File: src/rtl/i2c_rf_pkg.sv
package i2c_rf_pkg;
    localparam int BYTE_W = 8;
    localparam int PTR_W  = BYTE_W - 1;
    localparam int CNT_W  = $clog2(BYTE_W + 1);

    typedef enum logic [3:0] {
        ST_IDLE,
        ST_DEV,
        ST_DEV_ACK,
        ST_SUB,
        ST_SUB_ACK,
        ST_WR,
        ST_WR_ACK,
        ST_RD,
        ST_RD_ACK
    } link_state_t;
endpackage

File: src/rtl/i2c_rf_sync.sv
module i2c_rf_sync #(
    parameter int STAGES = 2,
    parameter int LINES  = 2
) (
    input  logic             clk,
    input  logic             rst_n,
    input  logic [LINES-1:0] raw,
    output logic [LINES-1:0] synced
);
    for (genvar g = 0; g < LINES; g++) begin : g_line
        logic [STAGES-1:0] chain;
        always_ff @(posedge clk or negedge rst_n) begin
            if (!rst_n) chain <= '1;
            else        chain <= {chain[STAGES-2:0], raw[g]};
        end
        assign synced[g] = chain[STAGES-1];
    end
endmodule

File: src/rtl/i2c_rf_events.sv
module i2c_rf_events (
    input  logic clk,
    input  logic rst_n,
    input  logic scl_s,
    input  logic sda_s,
    output logic scl_rise,
    output logic scl_fall,
    output logic bus_start,
    output logic bus_stop
);
    logic scl_q, sda_q;

    always_ff @(posedge clk or negedge rst_n) begin
        if (!rst_n) begin
            scl_q <= 1'b1;
            sda_q <= 1'b1;
        end else begin
            scl_q <= scl_s;
            sda_q <= sda_s;
        end
    end

    always_comb begin
        scl_rise  = scl_s & ~scl_q;
        scl_fall  = ~scl_s & scl_q;
        bus_start = scl_s & scl_q & sda_q & ~sda_s;
        bus_stop  = scl_s & scl_q & ~sda_q & sda_s;
    end
endmodule

File: src/rtl/i2c_rf_pointer.sv
module i2c_rf_pointer #(
    parameter int PTR_W = 7
) (
    input  logic             clk,
    input  logic             rst_n,
    input  logic             load,
    input  logic [PTR_W-1:0] load_val,
    input  logic             load_auto,
    input  logic             step,
    output logic [PTR_W-1:0] ptr,
    output logic             auto_en
);
    always_ff @(posedge clk or negedge rst_n) begin
        if (!rst_n) begin
            ptr     <= '0;
            auto_en <= 1'b0;
        end else if (load) begin
            ptr     <= load_val;
            auto_en <= load_auto;
        end else if (step && auto_en) begin
            ptr <= ptr + 1'b1;
        end
    end
endmodule

File: src/rtl/i2c_regfile_slave.sv
module i2c_regfile_slave
    import i2c_rf_pkg::*;
#(
    parameter logic [PTR_W-1:0] DEV_ADDR    = 7'b0011101,
    parameter int               SYNC_STAGES = 2
) (
    input  logic              clk,
    input  logic              rst_n,
    input  logic              scl_in,
    input  logic              sda_in,
    output logic              sda_drive_low,
    output logic [PTR_W-1:0]  reg_addr,
    output logic [BYTE_W-1:0] reg_wdata,
    output logic              reg_we,
    output logic              reg_re,
    input  logic [BYTE_W-1:0] reg_rdata
);
    localparam logic [CNT_W-1:0] CNT_FULL = CNT_W'(BYTE_W);
    localparam logic [CNT_W-1:0] CNT_LAST = CNT_W'(BYTE_W - 1);

    logic [1:0] lines_s;
    logic scl_s, sda_s;
    logic scl_rise, scl_fall, bus_start, bus_stop;

    i2c_rf_sync #(.STAGES(SYNC_STAGES), .LINES(2)) u_sync (
        .clk(clk), .rst_n(rst_n), .raw({scl_in, sda_in}), .synced(lines_s)
    );
    assign scl_s = lines_s[1];
    assign sda_s = lines_s[0];

    i2c_rf_events u_events (
        .clk(clk), .rst_n(rst_n), .scl_s(scl_s), .sda_s(sda_s),
        .scl_rise(scl_rise), .scl_fall(scl_fall),
        .bus_start(bus_start), .bus_stop(bus_stop)
    );

    link_state_t        state, nxt;
    logic [CNT_W-1:0]   cnt;
    logic [BYTE_W-1:0]  shreg;
    logic               rw_bit;
    logic               ack_seen;
    logic               byte_in, last_out, receiving;
    logic               ptr_load, ptr_step, auto_en;
    logic [PTR_W-1:0]   ptr;

    assign byte_in   = (cnt == CNT_FULL);
    assign last_out  = (cnt == CNT_LAST);
    assign receiving = (state == ST_DEV) || (state == ST_SUB) || (state == ST_WR);

    i2c_rf_pointer #(.PTR_W(PTR_W)) u_ptr (
        .clk(clk), .rst_n(rst_n),
        .load(ptr_load), .load_val(shreg[PTR_W-1:0]), .load_auto(shreg[BYTE_W-1]),
        .step(ptr_step), .ptr(ptr), .auto_en(auto_en)
    );

    assign ptr_load = (state == ST_SUB) && scl_fall && byte_in;
    assign ptr_step = ((state == ST_WR_ACK) && scl_fall)
                    || ((state == ST_RD_ACK) && scl_rise && !sda_s);

    // state register
    always_ff @(posedge clk or negedge rst_n) begin
        if (!rst_n) state <= ST_IDLE;
        else        state <= nxt;
    end

    // next-state logic
    always_comb begin
        nxt = state;
        unique case (state)
            ST_IDLE:    nxt = ST_IDLE;
            ST_DEV:     if (scl_fall && byte_in)
                            nxt = (shreg[BYTE_W-1:1] == DEV_ADDR) ? ST_DEV_ACK : ST_IDLE;
            ST_DEV_ACK: if (scl_fall) nxt = rw_bit ? ST_RD : ST_SUB;
            ST_SUB:     if (scl_fall && byte_in) nxt = ST_SUB_ACK;
            ST_SUB_ACK: if (scl_fall) nxt = ST_WR;
            ST_WR:      if (scl_fall && byte_in) nxt = ST_WR_ACK;
            ST_WR_ACK:  if (scl_fall) nxt = ST_WR;
            ST_RD:      if (scl_fall && last_out) nxt = ST_RD_ACK;
            ST_RD_ACK:  if (scl_fall) nxt = ack_seen ? ST_RD : ST_IDLE;
            default:    nxt = ST_IDLE;
        endcase
        if (bus_start)     nxt = ST_DEV;
        else if (bus_stop) nxt = ST_IDLE;
    end

    // byte datapath and strobes
    always_ff @(posedge clk or negedge rst_n) begin
        if (!rst_n) begin
            cnt      <= '0;
            shreg    <= '0;
            rw_bit   <= 1'b0;
            ack_seen <= 1'b0;
            reg_we   <= 1'b0;
            reg_re   <= 1'b0;
        end else begin
            reg_we <= 1'b0;
            reg_re <= 1'b0;
            if (bus_start || bus_stop) begin
                cnt <= '0;
            end else begin
                if (receiving && scl_rise && !byte_in) begin
                    shreg <= {shreg[BYTE_W-2:0], sda_s};
                    cnt   <= cnt + 1'b1;
                end
                if ((state == ST_DEV) && scl_fall && byte_in)
                    rw_bit <= shreg[0];
                if ((state == ST_WR) && scl_fall && byte_in)
                    reg_we <= 1'b1;
                if (((state == ST_DEV_ACK) || (state == ST_SUB_ACK) || (state == ST_WR_ACK))
                    && scl_fall)
                    cnt <= '0;
                if (((state == ST_DEV_ACK) && scl_fall && rw_bit)
                    || ((state == ST_RD_ACK) && scl_fall && ack_seen)) begin
                    shreg  <= reg_rdata;
                    cnt    <= '0;
                    reg_re <= 1'b1;
                end
                if ((state == ST_RD) && scl_fall && !last_out) begin
                    shreg <= {shreg[BYTE_W-2:0], 1'b1};
                    cnt   <= cnt + 1'b1;
                end
                if ((state == ST_RD_ACK) && scl_rise)
                    ack_seen <= !sda_s;
            end
        end
    end

    // outputs
    always_comb begin
        sda_drive_low = (state == ST_DEV_ACK) || (state == ST_SUB_ACK) || (state == ST_WR_ACK)
                      || ((state == ST_RD) && !shreg[BYTE_W-1]);
        reg_addr  = ptr;
        reg_wdata = shreg;
    end
endmodule

File: config.mk
export PLATFORM = sky130hd
export DESIGN_NAME = i2c_regfile_slave
export DESIGN_NICKNAME = d
export VERILOG_FILES = /design/src/rtl/i2c_rf_pkg.sv /design/src/rtl/i2c_rf_sync.sv /design/src/rtl/i2c_rf_events.sv /design/src/rtl/i2c_rf_pointer.sv /design/src/rtl/i2c_regfile_slave.sv
export SDC_FILE = /design/constraint.sdc
export NUM_CORES = 1
export LEC_CHECK = 0
export BUFFER_PORTS_ARGS = -buffer_cell sky130_fd_sc_hd__buf_2
export CAP_MARGIN = 20
export CELL_PAD_IN_SITES_DETAIL_PLACEMENT = 2
export CELL_PAD_IN_SITES_GLOBAL_PLACEMENT = 2
export CORE_MARGIN = 4
export CORE_UTILIZATION = 30
export CTS_CLUSTER_DIAMETER = 30
export DETAILED_ROUTE_END_ITERATION = 16
export PLACE_DENSITY = 0.8
export SLEW_MARGIN = 25
export SYNTH_ARGS = -nofsm -noshare
export SYNTH_HDL_FRONTEND = slang
export SYNTH_SLANG_ARGS = --single-unit
File: constraint.sdc
create_clock -name clk -period 3.75 [get_ports clk]
set_input_delay 0.75 -clock clk [delete_from_list [all_inputs] [get_ports clk]]
set_output_delay 0.75 -clock clk [all_outputs]
set_load 0.02 [all_outputs]
# Word level (Yosys, flattened, before mapping)
# Cells that the tools add are included.
[totals]
regBits = 34
inputBits = 12
out_inout_bits = 18
[op_classes]
addsub = 2
eq_ne = 18
mux = 27
bitwise_logic = 12
reduce_logical = 42
[op_table]
columns = ["op", "count"]
rows = [
  ["$mux W4", 14],
  ["$pmux W4 S7", 1],
  ["$mux W8", 3],
  ["$logic_and A1 B1 Y1", 22],
  ["$eq A4 B3 Y1 const B", 5],
  ["$ne A4 B4 Y1 const B", 4],
  ["$mux W7", 2],
  ["$eq A4 B2 Y1 const B", 2],
  ["$eq A4 B4 Y1 const B", 2],
  ["$logic_or A1 B1 Y1", 8],
  ["$ne A4 B3 Y1 const B", 2],
  ["$add A7 B1 Y7 const B", 1],
  ["$and A1 B1 Y1", 7],
  ["$eq A7 B5 Y1 const B", 1],
  ["$reduce_and A7 Y1", 1],
  ["$mux W3", 2],
  ["$reduce_and A2 Y1", 3],
  ["$not A1 Y1", 5],
  ["$reduce_bool A5 Y1", 1],
  ["$add A4 B1 Y4 const B", 1],
  ["$eq A4 B1 Y1 const B", 1],
  ["$logic_not A1 Y1", 4],
  ["$mux W1", 4],
  ["$ne A4 B1 Y1 const B", 1],
  ["other kinds (4)", 4],
]

# Logic depth before layout (Yosys ltp)
# Gate-level depths: netlist (run 1).
[depth]
word_depth = 10
mapped_depth = 8

# Hierarchy
# From an unflattened synthesis (run 1), not the netlist that was laid out.
[unflattened]
hier_cells = 195
area_unflattened_um2 = 1914.3
[modules_own_cells]
columns = ["module", "instances", "cells_each", "area_per_inst_um2", "seq_area_each_um2"]
rows = [
  ["i2c_regfile_slave", 1, 135, 1273.7, 500.5],
  ["i2c_rf_pointer", 1, 48, 435.4, 200.2],
  ["i2c_rf_sync", 1, 6, 120.1, 105.1],
  ["i2c_rf_events", 1, 6, 85.1, 52.6],
]

# Least setup slack after synthesis (run 1)
# No wires, ideal clock.
[synth_timing]
path_type = "reg-to-output"
from = "register state[2]"
to = "output port sda_drive_low"
arrival_ns = 1.092
setup_slack_ns = 1.908
path_stages_with_launch = 5
cell_sequence = "dfrtp_1 buf_2 nand2_1 o22a_1 nor2_1"
[synth_via]
elab_chain_cells = 4
elab_cells_between_ends = 8
cone_classes = "eq/ne (4); reduce/logical (4)"
[synth_lines]
columns = ["item", "line_no", "text"]
rows = [
  ["start, declared", "i2c_regfile_slave.sv:37", "link_state_t state, nxt;"],
  ["start signal, assigned", "i2c_regfile_slave.sv:63", "else state <= nxt;"],
  ["$eq A4 B2 Y1 / $eq A4 B3 Y1 (equally long branches)", "i2c_regfile_slave.sv:130", "sda_drive_low = (state == ST_DEV_ACK) || (state == ST_SUB_ACK) || (state == ST_WR_ACK)"],
  ["$logic_or A1 B1 Y1 (2 in a row)", "i2c_regfile_slave.sv:130", ""],
  ["$logic_or A1 B1 Y1 (*)", "i2c_regfile_slave.sv:131", "|| ((state == ST_RD) && !shreg[BYTE_W-1]);"],
  ["end, declared", "i2c_regfile_slave.sv:11", "output logic sda_drive_low,"],
]
# Every way passes the cells marked *; elsewhere a longest branch is shown, timed or not.

# Worst setup path in the final report (run 1)
[layout_timing]
from = "register state[1]"
to = "output port sda_drive_low"
# The elaborated chain is that of the path after synthesis.

==> impl_metrics.env, run 1 <==
export IMPL_core_area_mm2=0.00603
export IMPL_yosys_register_bits=34
export IMPL_seq_area_frac_synth=0.453
export IMPL_cp_buffers_inverters=1
export IMPL_drtAntennaViolNets=0
export IMPL_crit_family="flip-flops"
export IMPL_htree_num_levels=2
export IMPL_seqPwrFrac=0.509
export IMPL_peakVddDrop_uv=188
export IMPL_max_clock_path_buffers=2
export IMPL_clkLatencyLatePin_ns=0.29
export IMPL_final_nets=233
export IMPL_arrival_ns=1.64
export IMPL_skew_ns=0.0125
export IMPL_via_count=1621
export IMPL_drt_pre_antenna_iters=4
export IMPL_timing_final_crit_period_ns=2.39
export IMPL_first_iter_violations=92
export IMPL_num_rows=28
export IMPL_swShare=0.321
export IMPL_synth_edff_count=0
export IMPL_p_sw_w=0.000282
export IMPL_place_ws_ns=1.42
export IMPL_hold_viol=0
export IMPL_fillers=689
export IMPL_clk_pin_slew_worst_paths_ns=0.08
export IMPL_maxSlewHeadroom=0.465
export IMPL_r2r_end="reg_wdata[7]$_DFFE_PN0P_"
export IMPL_crit_chain="nand2_1 -> o22a_1 -> nor2_1 -> buf_2"
export IMPL_die_w_um=87.5
export IMPL_ys_types=47
export IMPL_whs_ns=0.356
export IMPL_cts_tree="yes"
export IMPL_cp_slowest_stage_delay_ns=0.67
export IMPL_synth_ff_type="dfrtp_1"
export IMPL_final_layout_size_suffix_gt1_frac=0.237
export IMPL_multi_input_area_um2=946
export IMPL_period_share=0.638
export IMPL_cp_end_kind="primary output"
export IMPL_cellLeakagePower_nw=0.943
export IMPL_setup_viol=0
export IMPL_power_w=0.000879
export IMPL_die_area_mm2=0.00766
export IMPL_layout_commonest_cell="buf_2"
export IMPL_grt_usage=0.160
export IMPL_slew_viol_final=0
export IMPL_grt_overflow_total=0
export IMPL_n_antenna_cell=0
export IMPL_hold_end="u_sync.g_line[1].chain[1]$_DFF_PN1_"
export IMPL_totalWireLength_mm=5.49
export IMPL_start_util=0.315
export IMPL_hp_class="reg2reg"
export IMPL_holdPathStages=0
export IMPL_crit_required_ns=3.00
export IMPL_dp_hpwl_mm=3.96
export IMPL_cts_made_buffers=5
export IMPL_setup_slack_ns=1.36
export IMPL_cts_root_buf="clkbuf_8"
export IMPL_netlist_area_mm2=0.00190
export IMPL_r2r_cells=6
export IMPL_status="finished, final reports clean"
export IMPL_yosysWarnings=0
export IMPL_ioPinCount=30
export IMPL_r2r_slack_ns=1.39
export IMPL_cap_viol_max_count=0
export IMPL_cts_resized_gates=0
export IMPL_via_per_inst=5.51
export IMPL_clkPwrFrac=0.332
export IMPL_drc=0
export IMPL_cp_start_kind="flop"
export IMPL_antenna_found_initial=0
export IMPL_postCtsSetupBuffers=0
export IMPL_clock_sinks=34
export IMPL_grt_max_degree=35
export IMPL_grt_pass1_vias=1842
export IMPL_io_buffers=29
export IMPL_synth_top_cell_by_area="dfrtp_1"
export IMPL_min_delay_start="u_sync.g_line[1].chain[0]$_DFF_PN1_"
export IMPL_area_delta_synth_final_pct=14.4
export IMPL_synth_top_cells_by_area="dfrtp_1 37%, dfstp_2 8.3%, mux2i_1 5.3%, a21oi_1 3.7%, nor2_1 3.2%"
export IMPL_tightest_slew_ns=0.803
export IMPL_setup_tns_final_ns=0
export IMPL_synthCells=190
export IMPL_path_class="reg2out"
export IMPL_grt_setup_unrepaired="false"
export IMPL_async_flop_share=1.00
export IMPL_wl_per_cell_um=18.7
export IMPL_final_seq_area_um2=858
export IMPL_die_height_um=87.5
export IMPL_yosysTopAreaCellShare=0.369
export IMPL_syn_nets=205
export IMPL_r2r_start="state[1]$_DFFE_PN0P_"
export IMPL_max_clock_freq_ghz=0.418
export IMPL_cp_max_fo=13
export IMPL_cp_slowest_cell="dfrtp_1"
export IMPL_grt_pass1_wl_mm=9.49
export IMPL_p_int_w=0.000597
export IMPL_p_comb_frac=0.158
export IMPL_final_cell_mix="29 x buf_2, 28 x dfrtp_1, 16 x nor2_1"
export IMPL_p_per_area_mw_per_mm2=405
export IMPL_globalplace_congestion=0.780
export IMPL_cts_hold_buf=0
export IMPL_avgSynthCellArea_um2=9.98
## area by class of cell
type	count	share of cell area
clock buffer	7	0.0398
clock inverter	1	0.00231
inverter	7	0.0133
multi-input combinational	140	0.436
sequential	34	0.395
tap	75	0.0432
timing repair buffer	30	0.0703
## power groups by stage
stage / sequential (W) / combinational [W] / clock (W)
finish: 0.000448 / 0.000139 / 0.000292
global route: 0.000452 / 0.000156 / 0.000316
CTS: 0.000446 / 0.000142 / 0.000300
detailed placement: 0.000452 / 0.000142 / 0
global placement: 0.000452 / 0.000133 / 0
floorplan: 0.000458 / 0.0000682 / 0
## how the worst max path moves through the flow
stage | start | to | slack [ns] | cells after the start
3_3_place_gp | state[3]$_DFFE_PN0P_ | reg_wdata[4]$_DFFE_PN0P_ | 1.53 | 6
4_1_cts | state[1]$_DFFE_PN0P_ | sda_drive_low | 1.32 | 4
5_1_grt | state[3]$_DFFE_PN0P_ | reg_wdata[7]$_DFFE_PN0P_ | 1.13 | 6
6_report | state[1]$_DFFE_PN0P_ | sda_drive_low | 1.36 | 4
3_5_place_dp | state[1]$_DFFE_PN0P_ | reg_wdata[7]$_DFFE_PN0P_ | 1.42 | 6
2_1_floorplan | state[2]$_DFFE_PN0P_ | sda_drive_low | 1.91 | 4
## kinds of logic (layout without fill, tap and decap cells)
kind of cell               after synthesis  after routing  share of synthesized area
and+or+nand+nor                         76             76                      0.231
xor gates and xnor gates                 4              4                     0.0185
buffers and inverters                   16             45                     0.0488
adders and majority gates                3              3                     0.0198
AOI/OAI and AO/OA                       45             45                      0.165
muxes                                   12             12                     0.0646
DFF                                     34             34                      0.453
## sequential cells by signal (all words and copies together) (netlist names)
signal and flops:
ack_seen 1, cnt 4, reg_re 1, reg_wdata 8, reg_we 1, rw_bit 1
state 4, u_events.scl_q 1, u_events.sda_q 1, u_ptr.auto_en 1, u_ptr.ptr 7, u_sync.g_line.chain 4
## worst reg2reg max path, stage by stage, from the launching register on
cell and delay (ns):
dfrtp_1 0.67, nand3b_1 0.19, a2111oi_2 0.42, buf_4 0.27
nand3b_1 0.46, nor2_1 0.08, a21oi_1 0.17
## metal layers
metal / vias to the layer above / track usage / part of all wire / wire length [µm]
met5: - / 0 / 0 / 0
met4: 0 / 0.0516 / 0.012 / 68
met3: 6 / 0.0284 / 0.026 / 142
met2: 25 / 0.257 / 0.50 / 2730
met1: 838 / 0.217 / 0.46 / 2550
li1: 752 / - / - / -
## synth_stat cells, types with 2 or more instances
library cell  count
nor2b_1           4
o31ai_1           2
a211oi_1          2
nand2b_1          2
a31oi_1           3
dfrtp_1          28
nor2_1           16
nor4_1            2
mux2i_1          10
buf_4             5
a21oi_1          14
nand2_1          15
nand3_1          11
inv_1             6
xnor2_1           2
ha_1              3
nor3b_1           5
o21a_1            2
and2b_1           2
a221o_1           5
nor3_1            3
mux2_1            2
nor3_2            2
o211ai_1          2
xor2_1            2
dfstp_2           6
buf_2             3
nand3b_1          4
and3_1            3
o21ai_0           5
o22ai_1           3
## stage by stage
step                cell area, µm²  cells   util
floorplan                     1900    190      -
global placement              2080    286  0.345
detailed placement            2080    286  0.345
CTS                           2170    294  0.360
global route                  2170    294  0.360
finish                        2170    294  0.360
Power figures use the tool's default switching activity.
==> inputs of run 2 (changes only) <==
ABC_AREA = 1   (was not set)
PLACE_DENSITY = 0.86   (was 0.8)
clock period = 2.4 ns   (was 3.75 ns; I/O delays follow)
==> impl_metrics.env, run 2 <==
export IMPL_syn_nets=295
export IMPL_hp_class="in2async"
export IMPL_synth_ff_type="dfrtp_1"
export IMPL_clk_pin_slew_worst_paths_ns=0.07
export IMPL_antenna_found_initial=0
export IMPL_setup_tns_final_ns=0
export IMPL_cts_made_buffers=5
export IMPL_final_nets=330
export IMPL_dp_hpwl_mm=4.84
export IMPL_whs_ns=0.259
export IMPL_die_area_mm2=0.00816
export IMPL_start_util=0.315
export IMPL_first_iter_violations=71
export IMPL_cap_viol_max_count=0
export IMPL_cts_tree="yes"
export IMPL_fillers=794
export IMPL_grt_max_degree=35
export IMPL_grt_pass1_vias=2208
export IMPL_totalWireLength_mm=6.68
export IMPL_cts_root_buf="clkbuf_8"
export IMPL_skew_ns=0.00671
export IMPL_die_height_um=90.3
export IMPL_yosys_register_bits=34
export IMPL_synth_top_cell_by_area="dfrtp_1"
export IMPL_wl_per_cell_um=17.0
export IMPL_grt_overflow_total=0
export IMPL_crit_required_ns=1.92
export IMPL_synthMuxAreaShare=0
export IMPL_arrival_ns=1.62
export IMPL_area_delta_synth_final_pct=16.2
export IMPL_drc=0
export IMPL_cts_hold_buf=0
export IMPL_io_buffers=29
export IMPL_r2r_cells=9
export IMPL_slew_viol_final=0
export IMPL_max_clock_freq_ghz=0.476
export IMPL_synth_simple_area_share=0.447
export IMPL_clkLatencyLatePin_ns=0.29
export IMPL_final_cell_mix="110 x nand2_1, 38 x nand3_1, 29 x buf_2"
export IMPL_grt_setup_unrepaired="false"
export IMPL_max_clock_path_buffers=2
export IMPL_postCtsSetupBuffers=0
export IMPL_synth_top_cells_by_area="dfrtp_1 34%, nand2_1 20%, nand3_1 9.4%, dfstp_2 7.8%, inv_1 3.7%"
export IMPL_cp_end_kind="primary output"
export IMPL_via_count=2004
export IMPL_num_rows=29
export IMPL_seq_area_frac_synth=0.422
export IMPL_clock_sinks=34
export IMPL_final_layout_size_suffix_gt1_frac=0.222
export IMPL_synth_xor_area_frac=0.00862
export IMPL_final_cell_count_no_fill=393
export IMPL_cts_resized_gates=0
export IMPL_r2r_slack_ns=0.55
export IMPL_grt_pass1_wl_mm=11.5
export IMPL_htree_num_levels=2
export IMPL_globalplace_congestion=0.825
export IMPL_yosysWarnings=0
export IMPL_largest_reg_flops=8
export IMPL_r2r_start="state[0]$_DFFE_PN0P_"
export IMPL_timing_final_crit_period_ns=2.10
export IMPL_cellLeakagePower_nw=1.33
export IMPL_tightest_slew_ns=0.778
export IMPL_setup_viol=0
export IMPL_layout_commonest_cell="nand2_1"
export IMPL_core_area_mm2=0.00646
export IMPL_cp_start_kind="flop"
export IMPL_final_seq_area_um2=858
export IMPL_maxSlewHeadroom=0.481
export IMPL_cp_max_fo=7
export IMPL_endpoint="sda_drive_low"
export IMPL_path_class="reg2out"
export IMPL_avgSynthCellArea_um2=7.26
export IMPL_ioPinCount=30
export IMPL_status="finished, final reports clean"
export IMPL_synth_compound_area_frac=0.0437
export IMPL_r2r_end="u_ptr.ptr[1]$_DFFE_PN0P_"
export IMPL_dp_cells=385
export IMPL_drtAntennaViolNets=0
export IMPL_ys_types=27
export IMPL_p_per_area_mw_per_mm2=708
export IMPL_synthCells=280
export IMPL_utilization=0.366
export IMPL_hold_viol=0
export IMPL_multi_input_area_mm2=0.00105
export IMPL_synth_edff_count=0
export IMPL_yosysMostFrequentCell="nand2_1"
export IMPL_netlist_area_mm2=0.00203
export IMPL_synth_common_cells="110 x nand2_1, 38 x nand3_1, 28 x dfrtp_1, 20 x inv_1, 17 x nor2_1"
export IMPL_via_per_inst=5.10
export IMPL_die_w_um=90.3
export IMPL_yosysTopAreaCellShare=0.345
export IMPL_cp_startpoint="state[1]$_DFFE_PN0P_"
export IMPL_n_antenna_cell=0
export IMPL_async_flop_share=1.00
export IMPL_synth_top_family_by_area="simple AND/OR/NAND/NOR gates"
export IMPL_drt_pre_antenna_iters=4
export IMPL_grt_usage=0.175
export IMPL_period_share=0.875
export IMPL_peakVddDrop_uv=399
export IMPL_yosys_area_share_adder=0.0185
[run 2: changes by cell type after synthesis, moves of 10 or more]
| cell | before | now |
|---|---|---|
| mux2i_1 | 10 | 0 |
| inv_1 | 6 | 20 |
| nand3_1 | 11 | 38 |
| nand2_1 | 15 | 110 |
| a21oi_1 | 14 | 3 |
[run 2: per-stage QoR]
stage | setup slack, ns | area, µm² | total power (W)
after floorplan | 0.800 | 2030 | 0.00104
after global placement | 0.670 | 2270 | 0.00119
after detailed placement | 0.648 | 2270 | 0.00122
after CTS | 0.320 | 2360 | 0.00170
after global routing | 0.228 | 2360 | 0.00178
final | 0.300 | 2360 | 0.00167
[run 2: layer usage]
| layer | share of wire | up-vias | global-route usage |
|---|---|---|---|
| li1 | - | 968 | - |
| met1 | 0.45 | 1003 | 0.224 |
| met2 | 0.51 | 27 | 0.300 |
| met3 | 0.030 | 6 | 0.0300 |
| met4 | 0.012 | 0 | 0.0523 |
| met5 | 0 | - | 0 |
[run 2: logic make-up (layout without fill, tap and decap cells)]
| logic type | count (synthesis) | in the layout |
|---|---|---|
| adders and majority gates | 3 | 3 |
| xor gates and xnor gates | 2 | 2 |
| and+or+nand+nor | 196 | 196 |
| AOI/OAI and AO/OA | 16 | 16 |
| DFF | 34 | 34 |
| buffers and inverters | 29 | 65 |
[run 2: how the worst min path moves through the flow]
stage                                         from                                   to  depth (start not counted)
2_1_floorplan                                rst_n                 ack_seen$_DFFE_PN0P_                          0
3_3_place_gp   u_sync.g_line[0].chain[0]$_DFF_PN1_  u_sync.g_line[0].chain[1]$_DFF_PN1_                          0
3_5_place_dp   u_sync.g_line[0].chain[0]$_DFF_PN1_  u_sync.g_line[0].chain[1]$_DFF_PN1_                          0
4_1_cts                                     sda_in  u_sync.g_line[0].chain[0]$_DFF_PN1_                          1
5_1_grt                                     scl_in  u_sync.g_line[1].chain[0]$_DFF_PN1_                          1
6_report                                     rst_n                 state[0]$_DFFE_PN0P_                          1
[run 2: worst max-delay path, stage by stage (launching register included)]
cell	delay (ns)
dfrtp_1	0.49
nand2_1	0.18
nor2_2	0.26
inv_1	0.08
o21bai_1	0.14
buf_2	0.18
[run 2: cell type report]
| cell class | instances | area share |
|---|---|---|
| Clock buffer | 6 | 0.0350 |
| Clock inverter | 2 | 0.00530 |
| Inverter | 28 | 0.0487 |
| Multi-Input combinational cell | 217 | 0.445 |
| Sequential cell | 34 | 0.363 |
| Tap cell | 77 | 0.0408 |
| Timing Repair Buffer | 29 | 0.0614 |
[run 2: power by group]
part	leakage, nW	switching, W	internal [W]	total [W]
Combinational	0.841	0.000289	0.000145	0.000434
Clock	0.0472	0.000227	0.000231	0.000458
Sequential	0.442	0.000123	0.000658	0.000781
==> inputs of run 3 (changes only) <==
CELL_PAD_IN_SITES_DETAIL_PLACEMENT = 1   (was 2)
CORE_MARGIN = 2   (was 4)
CORE_UTILIZATION = 29   (was 30)
clock period = 1.74 ns   (was 2.4 ns; I/O delays follow)
==> impl_metrics.env, run 3 (same netlist as run 2, synthesis figures left out) <==
export IMPL_dp_hpwl_mm=4.41
export IMPL_path_class="reg2out"
export IMPL_p_int_w=0.00145
export IMPL_largest_reg_flops=8
export IMPL_met1Wirelength_mm=2.75
export IMPL_slew_viol_final=0
export IMPL_die_w_um=87.7
export IMPL_grt_max_degree=35
export IMPL_clkPwrFrac=0.271
export IMPL_area_delta_synth_final_pct=26.5
export IMPL_wl_per_cell_um=13.3
export IMPL_utilization=0.379
export IMPL_maxSlewHeadroom=0.697
export IMPL_globalplace_congestion=0.835
export IMPL_ioPinCount=30
export IMPL_final_cell_mix="107 x nand2_1, 37 x nand3_1, 28 x buf_2"
export IMPL_max_clock_path_buffers=2
export IMPL_core_area_mm2=0.00679
export IMPL_cts_root_buf="clkbuf_8"
export IMPL_p_sw_w=0.000875
export IMPL_dr_max_layer_used="met4"
export IMPL_start_util=0.299
export IMPL_via_count=1985
export IMPL_grt_overflow_total=0
export IMPL_die_height_um=87.7
export IMPL_totalWireLength_mm=5.73
export IMPL_via_per_inst=4.63
export IMPL_setup_slack_ns=-0.0000577
export IMPL_grt_pass1_vias=1931
export IMPL_antenna_found_initial=0
export IMPL_clock_sinks=34
export IMPL_wl_met2_mm=2.77
export IMPL_hold_viol=0
export IMPL_io_buffers=29
export IMPL_grt_pass1_wl_mm=9.34
export IMPL_status="complete, but fails checks"
export IMPL_drc=0
export IMPL_violations="setup timing"
export IMPL_timing_final_crit_period_ns=1.74
export IMPL_fin_area_mm2=0.00257
export IMPL_htree_num_levels=2
export IMPL_arrival_ns=1.39
export IMPL_met3_length_um=174
export IMPL_hp_class="in2async"
export IMPL_place_ws_ns=-0.0170
export IMPL_max_clock_freq_ghz=0.575
export IMPL_cp_start_kind="flop"
export IMPL_cp_max_fo=4
export IMPL_drtAntennaViolNets=0
export IMPL_seqPwrFrac=0.465
export IMPL_n_antenna_cell=0
export IMPL_cp_end_kind="primary output"
export IMPL_tightest_slew_ns=0.454
export IMPL_cts_made_buffers=5
export IMPL_final_layout_size_suffix_gt1_frac=0.303
export IMPL_grt_setup_unrepaired="true"
export IMPL_grt_usage=0.154
export IMPL_die_area_mm2=0.00770
export IMPL_setup_viol=1
export IMPL_dpl_cell_area_mm2=0.00235
export IMPL_p_per_area_mw_per_mm2=905
export IMPL_cts_tree="yes"
export IMPL_whs_ns=0.0824
export IMPL_num_rows=30
export IMPL_p_comb_frac=0.264
export IMPL_drt_pre_antenna_iters=4
export IMPL_power_w=0.00233
export IMPL_clk_pin_slew_worst_paths_ns=0.08
export IMPL_crit_required_ns=1.39
export IMPL_layout_commonest_cell="nand2_1"
export IMPL_final_nets=347
export IMPL_swShare=0.375
export IMPL_peakVddDrop_uv=502
export IMPL_first_iter_violations=98
export IMPL_cellLeakagePower_nw=1.41
export IMPL_clkLatencyLatePin_ns=0.29
export IMPL_period_share=1.00
export IMPL_cap_viol_max_count=0
export IMPL_skew_ns=0.00657
[run 3: metrics by stage]
stage / TNS, ns / cells
CTS: -0.0229 / 424
finish: -0.0000577 / 429
global route: -0.0736 / 429
global placement: 0 / 412
detailed placement: -0.0505 / 412
floorplan: 0 / 280
[run 3: worst paths after layout]
| check | to | depth (start not counted) | slack, ns | from |
|---|---|---|---|---|
| worst max register to register | reg_wdata[6]$_DFFE_PN0P_ | 11 | 0.11 | state[1]$_DFFE_PN0P_ |
| worst max-delay path | sda_drive_low | 6 | -0.00006 | state[3]$_DFFE_PN0P_ |
| min in group clk | u_sync.g_line[0].chain[0]$_DFF_PN1_ | 1 | 0.15 | sda_in |
| worst min-delay path | u_ptr.ptr[1]$_DFFE_PN0P_ | 2 | 0.08 | rst_n |
| worst min register to register | u_sync.g_line[1].chain[1]$_DFF_PN1_ | 0 | 0.36 | u_sync.g_line[1].chain[0]$_DFF_PN1_ |
| max in group asynchronous | u_events.sda_q$_DFF_PN1_ | 2 | 1.30 | rst_n |
[run 3: final cells by class]
cell class	count	area, µm²
sequential	34	863
inverter	28	115
clock inverter	2	12.5
tap	96	120
fill	870	4220
timing repair buffer	45	268
clock buffer	6	82.6
multi-input combinational	218	1110
[run 3: layer usage]
layer  up-vias  global-route usage
met5         -                   0
met4         0              0.0252
met3         4              0.0283
met2        27               0.250
met1       940               0.218
li1       1014                   -
[run 3: power by group through the flow]
stage | combinational (W) | clock [W] | sequential [W]
2_1_floorplan | 0.000315 | 0 | 0.00112
3_3_place_gp | 0.000586 | 0 | 0.00109
3_5_place_dp | 0.000602 | 0 | 0.00109
4_1_cts | 0.000609 | 0.000644 | 0.00108
5_1_grt | 0.000704 | 0.000676 | 0.00110
6_report | 0.000616 | 0.000630 | 0.00108
[run 3: what timing repair did]
item	in CTS	in global routing
resized for setup	9	11
hold buffers	0	0
buffers inserted	4	4
gates cloned	0	1
endpoints found under the setup margin	8	24
pin swaps	1	5
[run 3: critical path, cell delays in order, from the launching register on]
cell,delay (ns)
dfrtp_2,0.46
inv_2,0.08
nand2_2,0.06
nor2_2,0.13
inv_1,0.06
o21bai_1,0.15
buf_4,0.16
